File: src/rtl/sup_access_ctl.sv
module sup_access_ctl #(
  parameter int CR_W       = 32,
  parameter int SMAP_BIT   = 21,
  parameter int SMEP_BIT   = 20,
  parameter int OSFXSR_BIT = 9,
  parameter int PGE_BIT    = 7,
  parameter int PAE_BIT    = 5,
  parameter int PSE_BIT    = 4
) (
  input  logic            clk,
  input  logic            rst_n,
  input  logic [1:0]      priv_lvl,
  input  logic            acop_valid,
  input  logic            acop_set,
  input  logic            cr4_wr_en,
  input  logic [CR_W-1:0] cr4_wr_data,
  input  logic            has_smap,
  input  logic            has_sse,
  output logic            ac_flag,
  output logic [CR_W-1:0] cr4_q,
  output logic            smap_on,
  output logic            tlb_flush,
  output logic            ill_op,
  output logic [1:0]      mode_idx
);
  localparam logic [CR_W-1:0] ONE = CR_W'(1);
  localparam logic [CR_W-1:0] FLUSH_MASK =
    (ONE << PGE_BIT) | (ONE << PAE_BIT) | (ONE << PSE_BIT) |
    (ONE << SMEP_BIT) | (ONE << SMAP_BIT);
  localparam logic [1:0] M_KERN = 2'd0, M_USER = 2'd1, M_KOVR = 2'd2;

  logic            op_ok;
  logic [CR_W-1:0] strip;
  logic [CR_W-1:0] cr4_new;

  assign op_ok   = has_smap && (priv_lvl == 2'd0);
  assign strip   = (has_smap ? '0 : (ONE << SMAP_BIT)) |
                   (has_sse  ? '0 : (ONE << OSFXSR_BIT));
  assign cr4_new = cr4_wr_data & ~strip;

  always_ff @(posedge clk) begin
    if (!rst_n) begin
      ac_flag   <= 1'b0;
      cr4_q     <= '0;
      smap_on   <= 1'b0;
      tlb_flush <= 1'b0;
      ill_op    <= 1'b0;
    end else begin
      ill_op    <= acop_valid && !op_ok;
      tlb_flush <= cr4_wr_en && (((cr4_new ^ cr4_q) & FLUSH_MASK) != '0);
      if (acop_valid && op_ok) ac_flag <= acop_set;
      if (cr4_wr_en) begin
        cr4_q   <= cr4_new;
        smap_on <= cr4_new[SMAP_BIT];
      end
    end
  end

  assign mode_idx = (priv_lvl == 2'd3)   ? M_USER :
                    (smap_on && ac_flag) ? M_KOVR : M_KERN;
endmodule

File: config.mk
export PLATFORM = sky130hd
export DESIGN_NAME = sup_access_ctl
export DESIGN_NICKNAME = d
export VERILOG_FILES = /design/src/rtl/sup_access_ctl.sv
export SDC_FILE = /design/constraint.sdc
export NUM_CORES = 1
export LEC_CHECK = 0
export BUFFER_PORTS_ARGS = -buffer_cell sky130_fd_sc_hd__buf_2
export CORE_UTILIZATION = 45
export DETAILED_ROUTE_END_ITERATION = 10
export PLACE_DENSITY = 0.81
export SETUP_SLACK_MARGIN = 0.02
export SLEW_MARGIN = 30
export SYNTH_ARGS = -nofsm -noshare
export SYNTH_HDL_FRONTEND = slang
export SYNTH_SLANG_ARGS = --single-unit
File: constraint.sdc
create_clock -name clk -period 2.56 [get_ports clk]
set_input_delay 0.384 -clock clk [delete_from_list [all_inputs] [get_ports clk]]
set_output_delay 0.384 -clock clk [all_outputs]
set_load 0.03 [all_outputs]
==> impl_metrics.env <==
export IMPL_status="complete, no violations"
export IMPL_syn_area_um2=1430
export IMPL_syn_nets=169
export IMPL_grt_pass1_wl_um=4060
export IMPL_vdd_drop_max_uv=362
export IMPL_avgSynthCellArea_um2=11.1
export IMPL_final_antenna_net_count=0
export IMPL_fmax_ghz=0.682
export IMPL_ys_seq_area_share_pct=49.2
export IMPL_drt_total_wl_um=2480
export IMPL_overflow=0
export IMPL_rsz0062_at_grt="false"
export IMPL_grt_met3_usage_pct=7.14
export IMPL_crit_type="flip-flop to output port"
export IMPL_tritoncts="done"
export IMPL_row_count=20
export IMPL_wl_per_cell_um=9.90
export IMPL_ys_ff_latch=35
export IMPL_die_h_um=58.3
export IMPL_yosysWarnings=0
export IMPL_fill_cells=286
export IMPL_leakagePower_nw=0.964
export IMPL_numCtsBuffers=5
export IMPL_grt_max_degree=36
export IMPL_relSlewSlack_pct=64.6
export IMPL_die_area_um2=3400
export IMPL_tns_ps=0
export IMPL_syn_inst=128
export IMPL_crit_fanout=5
export IMPL_drt_pass1_iter_count=4
export IMPL_clkSlewWorstSetupHoldPaths_ps=90
export IMPL_setup_violations=0
export IMPL_nets=247
export IMPL_worstMarginPinSlew_ps=532
export IMPL_ys_async_sr_fraction_pct=0
export IMPL_drive_gt1_share_pct=41.1
export IMPL_fin_crit_ps=1470
export IMPL_drtIter0Drc=34
export IMPL_multi_input_area_um2=639
export IMPL_powerDensity_nw_per_um2=582
export IMPL_grt_pass1_vias=934
export IMPL_root_buffer="clkbuf_4"
export IMPL_gr_usage_met2_pct=25.6
export IMPL_die_w_um=58.3
export IMPL_hold_viol_final=0
export IMPL_grt_busiest_layer="met2"
export IMPL_cts_sinks=35
export IMPL_synth_flop_cell="dfxtp_1"
export IMPL_crit_path_start_kind="flip-flop"
export IMPL_start_util_pct=47.1
export IMPL_slew_viol_final=0
export IMPL_hp_class="input port to flip-flop"
export IMPL_ioPinCount=79
export IMPL_cap_violations=0
export IMPL_post_cts_buffers=0
export IMPL_synth_cell_types=20
export IMPL_cts_buffer_depth=2
export IMPL_design_core_area_um2=3030
export IMPL_num_vias=1125
export IMPL_cts_hold_buf=0
export IMPL_clk_insertion_delay_late_ps=320
export IMPL_dp_hpwl_um=1740
export IMPL_port_buffers=78
export IMPL_fin_skew_ps=5.22
export IMPL_period_share_pct=57.3
export IMPL_grt_total_usage_pct=15.9
export IMPL_final_util_pct=60.9
export IMPL_synth_edf_count=0
export IMPL_critPathCaptureType="output port"
export IMPL_gp_congestion=0.659
export IMPL_htreeDepth=2
export IMPL_route_detailed_drc=0
export IMPL_arrival_ps=1080
export IMPL_viasPerCell=4.48
export IMPL_antenna_cells=0
export IMPL_grt_met1_usage_pct=18.5
export IMPL_area_delta_synth_final_pct=29.3
export IMPL_regArea_um2=701
export IMPL_antenna_found_initial=0
export IMPL_critPathRequiredTime_ps=2180
export IMPL_cts_resized=0
==> final timing paths <==
path / from / endpoint / slack, ps / depth (start not counted)
hold reg to reg: cr4_q[9] / cr4_q[9] / 480 / 2
setup / recovery: cr4_q[21] / mode_idx[1] / 1090 / 3
setup reg to reg: cr4_q[20] / tlb_flush / 1500 / 3
hold / removal: has_smap / ill_op / 290 / 2
==> synthesized netlist by cell type, types with 2 or more instances <==
| cell | instances | share of area (%) |
|---|---|---|
| mux2i_1 | 30 | 21 |
| dfxtp_1 | 35 | 49 |
| nor2_1 | 2 | 0.53 |
| a21oi_1 | 2 | 0.70 |
| nand2_1 | 5 | 1.3 |
| nor2b_1 | 30 | 13 |
| nand3_1 | 2 | 0.70 |
| a21boi_1 | 2 | 1.1 |
| nand2b_1 | 2 | 0.88 |
| xor2_1 | 5 | 3.1 |
| clkbuf_1 | 3 | 0.79 |
| buf_12 | 2 | 2.8 |
==> sequential cells by signal, indices dropped and copies added, names as in the netlist <==
register	cells
ill_op	1
cr4_q	32
ac_flag	1
tlb_flush	1
==> worst max-delay path: stages (launching register included) <==
cell	delay (ps)
dfxtp_1	420
nand2_1	70
nor2_1	70
buf_2	200
==> stage by stage <==
step | hold WS [ps] | setup WS (ps) | area [um^2] | cells | power (mW)
final | 291 | 1090 | 1840 | 251 | 1.07
after CTS | 273 | 1080 | 1840 | 251 | 1.09
after global placement | 459 | 1200 | 1790 | 243 | 0.814
after floorplan | 471 | 1080 | 1430 | 128 | 0.752
after detailed placement | 466 | 1180 | 1790 | 243 | 0.816
after global routing | 272 | 1020 | 1840 | 251 | 1.14
==> layout make-up <==
cell class / count / area share (%)
Clock buffer: 7 / 2.44
Clock inverter: 1 / 0.272
Multi-Input combinational cell: 85 / 34.7
Tap cell: 44 / 2.99
Sequential cell: 35 / 38.0
Timing Repair Buffer: 79 / 21.6
==> power breakdown <==
part | switching, mW | internal [mW]
sequential | 0.0146 | 0.576
clock | 0.164 | 0.107
combinational | 0.125 | 0.0858
==> cell families (layout without fill, tap and decap cells) <==
logic type,Yosys count,in the layout,share of synthesized area (%)
compound gates,6,6,2.81
simple gates,44,44,17.9
xor+xnor,5,5,3.07
buf+inv,8,87,5.97
flops,35,35,49.2
mux,30,30,21.1
==> cell usage in the layout, fill, tap and decap left out <==
| master | count |
|---|---|
| mux2i_1 | 30 |
| nor2_1 | 2 |
| clkinv_2 | 1 |
| buf_4 | 1 |
| nand3_1 | 2 |
| and2_1 | 1 |
| nand2_1 | 5 |
| buf_2 | 78 |
| nand4_1 | 1 |
| nand2b_1 | 2 |
| clkbuf_1 | 2 |
| clkbuf_4 | 5 |
| a21boi_0 | 1 |
| o31ai_1 | 1 |
| a21boi_1 | 2 |
| dfxtp_1 | 35 |
| xor2_1 | 5 |
| a21oi_1 | 2 |
| nor2b_1 | 30 |
| nor4_1 | 1 |
==> per-layer routing <==
metal  vias to the layer above  wire, um
met5                         -         0
met4                         0        17
met3                         2       183
met2                        45      1140
met1                       502      1140
li1                        576         -
No activity file was read; power rests on OpenSTA's default activity.
